<file path="config.mk">
export PLATFORM = sky130hd
export DESIGN_NAME = power_sequencer
export DESIGN_NICKNAME = d
export VERILOG_FILES = /design/src/rtl/pwrseq_pkg.sv /design/src/rtl/pwrseq_grp_mon.sv /design/src/rtl/pwrseq_ctrl.sv /design/src/rtl/power_sequencer.sv
export SDC_FILE = /design/constraint.sdc
export NUM_CORES = 1
export LEC_CHECK = 0
export BUFFER_PORTS_ARGS = -buffer_cell sky130_fd_sc_hd__buf_4
export CORE_MARGIN = 2
export CORE_UTILIZATION = 40
export DETAILED_ROUTE_END_ITERATION = 16
export PLACE_DENSITY = 0.7
export SLEW_MARGIN = 10
export SYNTH_ARGS = -nofsm -noshare
export SYNTH_HDL_FRONTEND = slang
export SYNTH_HIERARCHICAL = 1
export SYNTH_SLANG_ARGS = --single-unit
</file>
<file path="constraint.sdc">
create_clock -name clk -period 2.4 [get_ports clk]
set_input_delay 0.24 -clock clk [delete_from_list [all_inputs] [get_ports clk]]
set_output_delay 0.24 -clock clk [all_outputs]
set_load 0.01 [all_outputs]
</file>
<file path="src/rtl/pwrseq_pkg.sv">
`timescale 1ns/1ps
package pwrseq_pkg;
   typedef enum logic [1:0] {
      SQ_IDLE  = 2'd0,
      SQ_UP    = 2'd1,
      SQ_DOWN  = 2'd2,
      SQ_FAULT = 2'd3
   } sq_state_t;
endpackage

</file>
<file path="src/rtl/pwrseq_grp_mon.sv">
`timescale 1ns/1ps
module pwrseq_grp_mon #(
   parameter int ADC_W = 12
) (
   input  logic             clk,
   input  logic             rst_n,
   input  logic             vld,
   input  logic [ADC_W-1:0] samp,
   input  logic [ADC_W-1:0] thr_hi,
   input  logic [ADC_W-1:0] thr_lo,
   output logic             hit_hi,
   output logic             hit_lo,
   output logic             good
);
   logic [ADC_W-1:0] last_q;

   always_ff @(posedge clk or negedge rst_n) begin
      if (!rst_n)   last_q <= '0;
      else if (vld) last_q <= samp;
   end

   // Fresh-sample crossings drive sequencing; the held sample drives status
   assign hit_hi = vld && (samp >= thr_hi);
   assign hit_lo = vld && (samp <  thr_lo);
   assign good   = (last_q >= thr_hi);
endmodule

</file>
<file path="src/rtl/pwrseq_ctrl.sv">
`timescale 1ns/1ps
module pwrseq_ctrl
   import pwrseq_pkg::*;
#(
   parameter int NUM_GRP = 3,
   parameter int TMO_W   = 16
) (
   input  logic               clk,
   input  logic               rst_n,
   input  logic               seq_up,
   input  logic               seq_dn,
   input  logic [NUM_GRP-1:0] req_on,
   input  logic [NUM_GRP-1:0] req_off,
   input  logic [NUM_GRP-1:0] hit_hi,
   input  logic [NUM_GRP-1:0] hit_lo,
   input  logic [TMO_W-1:0]   tmo_limit,
   output logic [NUM_GRP-1:0] en,
   output logic               busy,
   output logic               fault
);
   localparam int IDX_W = (NUM_GRP > 1) ? $clog2(NUM_GRP) : 1;
   localparam logic [IDX_W-1:0] LAST = IDX_W'(NUM_GRP - 1);

   sq_state_t        st;
   logic [IDX_W-1:0] idx;
   logic [IDX_W-1:0] idx_up;
   logic [IDX_W-1:0] idx_dn;
   logic [TMO_W-1:0] tmr;

   assign idx_up = idx + 1'b1;
   assign idx_dn = idx - 1'b1;

   always_ff @(posedge clk or negedge rst_n) begin
      if (!rst_n) begin
         st  <= SQ_IDLE;
         idx <= '0;
         en  <= '0;
         tmr <= '0;
      end else begin
         case (st)
            SQ_IDLE, SQ_FAULT: begin
               if (seq_up) begin
                  st    <= SQ_UP;
                  idx   <= '0;
                  en[0] <= 1'b1;
                  tmr   <= '0;
               end else if (seq_dn) begin
                  st       <= SQ_DOWN;
                  idx      <= LAST;
                  en[LAST] <= 1'b0;
                  tmr      <= '0;
               end else if (st == SQ_IDLE) begin
                  en <= (en | req_on) & ~req_off;
               end
            end
            SQ_UP: begin
               if (hit_hi[idx]) begin
                  tmr <= '0;
                  if (idx == LAST) st <= SQ_IDLE;
                  else begin
                     idx        <= idx_up;
                     en[idx_up] <= 1'b1;
                  end
               end else if (tmr >= tmo_limit) st <= SQ_FAULT;
               else tmr <= tmr + 1'b1;
            end
            SQ_DOWN: begin
               if (hit_lo[idx]) begin
                  tmr <= '0;
                  if (idx == '0) st <= SQ_IDLE;
                  else begin
                     idx        <= idx_dn;
                     en[idx_dn] <= 1'b0;
                  end
               end else if (tmr >= tmo_limit) st <= SQ_FAULT;
               else tmr <= tmr + 1'b1;
            end
            default: st <= SQ_IDLE;
         endcase
      end
   end

   assign busy  = (st == SQ_UP) || (st == SQ_DOWN);
   assign fault = (st == SQ_FAULT);
endmodule

</file>
<file path="src/rtl/power_sequencer.sv">
`timescale 1ns/1ps
module power_sequencer #(
   parameter int NUM_GRP         = 3,
   parameter int ADC_W           = 12,
   parameter int TMO_W           = 16,
   parameter bit STAT_NEEDS_GOOD = 1'b1
) (
   input  logic                     clk,
   input  logic                     rst_n,
   input  logic                     seq_up,
   input  logic                     seq_dn,
   input  logic [NUM_GRP-1:0]       grp_on,
   input  logic [NUM_GRP-1:0]       grp_off,
   input  logic [NUM_GRP*ADC_W-1:0] vsamp,
   input  logic [NUM_GRP-1:0]       vsamp_vld,
   input  logic [NUM_GRP*ADC_W-1:0] ramp_hi,
   input  logic [NUM_GRP*ADC_W-1:0] ramp_lo,
   input  logic [TMO_W-1:0]         tmo_limit,
   output logic [NUM_GRP-1:0]       grp_en,
   output logic [NUM_GRP-1:0]       grp_stat,
   output logic                     busy,
   output logic                     fault
);
   if (NUM_GRP < 2 || NUM_GRP > 16) begin : g_bad_num
      $error("power_sequencer: NUM_GRP must be within 2..16");
   end
   if (ADC_W < 2 || ADC_W > 24) begin : g_bad_adc
      $error("power_sequencer: ADC_W must be within 2..24");
   end
   if (TMO_W < 2 || TMO_W > 32) begin : g_bad_tmo
      $error("power_sequencer: TMO_W must be within 2..32");
   end

   logic [NUM_GRP-1:0] hit_hi;
   logic [NUM_GRP-1:0] hit_lo;
   logic [NUM_GRP-1:0] good;

   for (genvar g = 0; g < NUM_GRP; g++) begin : g_mon
      pwrseq_grp_mon #(.ADC_W(ADC_W)) u_mon (
         .clk    (clk),
         .rst_n  (rst_n),
         .vld    (vsamp_vld[g]),
         .samp   (vsamp[g*ADC_W +: ADC_W]),
         .thr_hi (ramp_hi[g*ADC_W +: ADC_W]),
         .thr_lo (ramp_lo[g*ADC_W +: ADC_W]),
         .hit_hi (hit_hi[g]),
         .hit_lo (hit_lo[g]),
         .good   (good[g])
      );
   end

   pwrseq_ctrl #(.NUM_GRP(NUM_GRP), .TMO_W(TMO_W)) u_ctrl (
      .clk       (clk),
      .rst_n     (rst_n),
      .seq_up    (seq_up),
      .seq_dn    (seq_dn),
      .req_on    (grp_on),
      .req_off   (grp_off),
      .hit_hi    (hit_hi),
      .hit_lo    (hit_lo),
      .tmo_limit (tmo_limit),
      .en        (grp_en),
      .busy      (busy),
      .fault     (fault)
   );

   if (STAT_NEEDS_GOOD) begin : g_stat_good
      assign grp_stat = grp_en & good;
   end else begin : g_stat_en
      logic [NUM_GRP-1:0] unused_good;
      assign unused_good = good;
      assign grp_stat    = grp_en;
   end
endmodule

</file>
==> impl_metrics.ini <==
[synth]
syn_area_per_cell_um2 = 9.04
ys_types = 59
synth-edff-count = 0
dominantRegCellSynth = dfrtp_1
synth_nets = 925
synthTopCellsByCount = ha_1 (132), inv_1 (101), dfrtp_1 (59)
synthArstFlopShare_pct = 100
synth.top_cell.area_share_pct = 27.9
ys_seq_elements = 59
yosys.area.top_type = ha_1
synth_area_mm2 = 0.00593
yosysMostFrequentCell = ha_1
ys_seq_area_share_pct = 24.9
synth_top_cells_by_area = ha_1 (28%), dfrtp_1 (25%), inv_1 (6.4%), mux2_2 (6.3%), a21oi_1 (3.1%)
netlist_instances = 656
yosysWarnings = 6

[route]
routed_wl_um = 16600
drt_first_pass_iters = 8
drtAntennaViolNets = 0
post_drt_wl_per_cell_um = 15.3
drc = 0
dr.first_iter.drc_count = 414
vias = 5800
via_per_inst = 5.37

[die]
io_pins = 145
die_y_um = 126
initial_core_util_pct = 40.8
rows = 44
core-area_mm2 = 0.0145
die_width_um = 126
fp.dieArea_mm2 = 0.0158

[run]
cap_violations = 0

[sta]
fin_crit_sh_pct = 106
period_needed_ns = 2.54
maxSlewViolCount = 0
fin_ws_ns = -0.140
hold_slack_ns = -0.0252
finalHoldViolCount = 10
slew_headroom_pct = 45.7
fmax_ghz = 0.394
worst_pin_slew_ns = 0.814
rsz0062_at_grt = yes
skew_ns = 0.00757
setup_viol = 18

[worst_setup_path]
slowest_delay_ns = 0.43
crit_arrival_ns = 2.75
start_kind = flip-flop
startpoint = u_ctrl/tmr[10]
r2r_slack_ns = -0.14
slowest_stage = or3b_4
timing.rr.end = u_ctrl/tmr[4]
worstPathCellList = ha_1 > and2_4 > a221o_1 > buf_4 > a2111oi_2 > or3b_4 > a31oi_1 > o31ai_1
r2r-start = u_ctrl/tmr[10]
r2r_cells = 8
crit_type = flip-flop to flip-flop
worstSetupEndpointType = flip-flop
worstPathMaxFanout = 2
required_ns = 2.61

[place]
port_buffers = 144
place_ws_ns = -0.502
gp_routability_congestion = 0.856
dp_hpwl_um = 12400

[cts]
clock-sinks = 59
htreeDepth = 3
clk_path_buf_depth = 2
clk_pin_slew_worst_paths_ns = 0.06
cts_buffers = 9
tritoncts = yes
cts_root_buf = clkbuf_16
worstSkewPairLatency_ns = 0.34

[global_routing]
track_usage_pct = 20.6
antenna_found_initial = 0
grt-ovfl-total = 0
grt_pass1_vias = 5898
grt_pass1_wl_um = 26900
grt_max_degree = 60

[layout]
drive_above_1_share_pct = 40.7
n_fill_cell = 1233
area_growth_pct = 49.9
layout.nets = 1160
regArea_mm2 = 0.00148
diodes = 0
postLayoutCoreUtil_pct = 61.2
multi_input_area_mm2 = 0.00454

[status]
outcome = finished with violations
violations = negative hold slack, negative setup slack

[power]
ir_drop_mv = 0.330
power_leakage_nw = 4.52
p_per_area_mw_per_mm2 = 558

[hold_path]
hp-class = input pin to asynchronous set/reset pin
-- through the flow --
| step | hold slack (ns) | instances | setup TNS [ns] | area [µm²] | power, mW |
|---|---|---|---|---|---|
| final | -0.0252 | 1080 | -1.26 | 8890 | 4.96 |
| after detailed placement | 0.406 | 1050 | -9.55 | 7890 | 3.25 |
| after global placement | 0.394 | 1050 | -9.02 | 7890 | 3.22 |
| after floorplan | -0.0556 | 656 | -0.0193 | 6010 | 2.43 |
| after CTS | 0.0388 | 1076 | -0.165 | 8540 | 4.90 |
| after global routing | 0.0735 | 1080 | -2.05 | 8890 | 5.29 |
-- worst max path at each step --
stage                                 to  slack (ns)  cells after the start
after CTS                  u_ctrl/tmr[7]       -0.04                     14
final                      u_ctrl/tmr[4]       -0.14                      8
after detailed placement   u_ctrl/tmr[2]       -0.50                     12
after global routing      u_ctrl/tmr[13]       -0.15                     10
after floorplan           u_ctrl/tmr[15]       -0.01                      8
after global placement     u_ctrl/tmr[2]       -0.48                     12
-- power by group --
part           internal, mW  total [mW]  switching (mW)
combinational          1.12        2.22            1.10
sequential             1.12        1.25           0.124
clock                  1.02        1.49           0.472
-- cell type report --
type / instances / area share [%]
Clock buffer: 13 / 3.15
Timing Repair Buffer: 240 / 21.4
Sequential cell: 59 / 16.6
Clock inverter: 3 / 0.760
Multi-Input combinational cell: 479 / 51.1
Inverter: 102 / 4.34
Tap cell: 184 / 2.59
-- registers in the layout, summed over array words and instances (netlist names) --
register            flops
g_mon.u_mon/last_q     36
u_ctrl/idx              2
u_ctrl/tmr             16
u_ctrl/en               3
u_ctrl/st               2
-- cells by family after synthesis --
kind of cell	count (synthesis)	share of synthesized area [%]
flops	59	24.9
compound gates	162	19.5
simple gates	148	13.1
mux	36	6.78
buf+inv	119	7.79
fa+ha+maj	132	27.9
-- critical path, delay by kind of cell (launching register included) --
family | cells | cell delay, ns
simple gates | 2 | 0.59
compound gates | 4 | 0.94
buf+inv | 1 | 0.16
fa+ha+maj | 1 | 0.31
flops | 1 | 0.41
-- timing repair --
| item | CTS | global route |
|---|---|---|
| gates resized for setup | 29 | 56 |
| gates cloned | 2 | 1 |
| setup endpoints to repair | 21 | 23 |
| hold buffers | 0 | 0 |
| setup buffers | 8 | 6 |
| pin swaps | 14 | 41 |
| hold endpoints to repair | 0 | 0 |
-- placed cells by master (no fill, tap or decap), drive strengths merged, types with 5 or more instances in the layout --
| cell type | netlist | layout |
|---|---|---|
| a2111oi | 7 | 7 |
| a211oi | 13 | 13 |
| a21o | 17 | 17 |
| a21oi | 37 | 37 |
| a32oi | 10 | 10 |
| and2 | 8 | 8 |
| buf | 7 | 238 |
| clkbuf | 10 | 15 |
| dfrtp | 59 | 59 |
| ha | 132 | 132 |
| inv | 102 | 102 |
| mux2 | 33 | 33 |
| nand2 | 37 | 37 |
| nand2b | 7 | 7 |
| nand3 | 11 | 11 |
| nand4 | 18 | 18 |
| nor2 | 26 | 26 |
| nor2b | 6 | 6 |
| nor3 | 17 | 17 |
| o211ai | 5 | 5 |
| o21a | 7 | 7 |
| o21ai | 25 | 25 |
| o311ai | 8 | 8 |
-- layer usage --
metal	global-route usage, %	up-vias	routed length (µm)
li1	-	2865	-
met1	25.2	2717	7050
met2	36.8	190	8270
met3	4.33	28	970
met4	5.82	0	284
met5	0	-	0
Power figures use the tool's default switching activity.
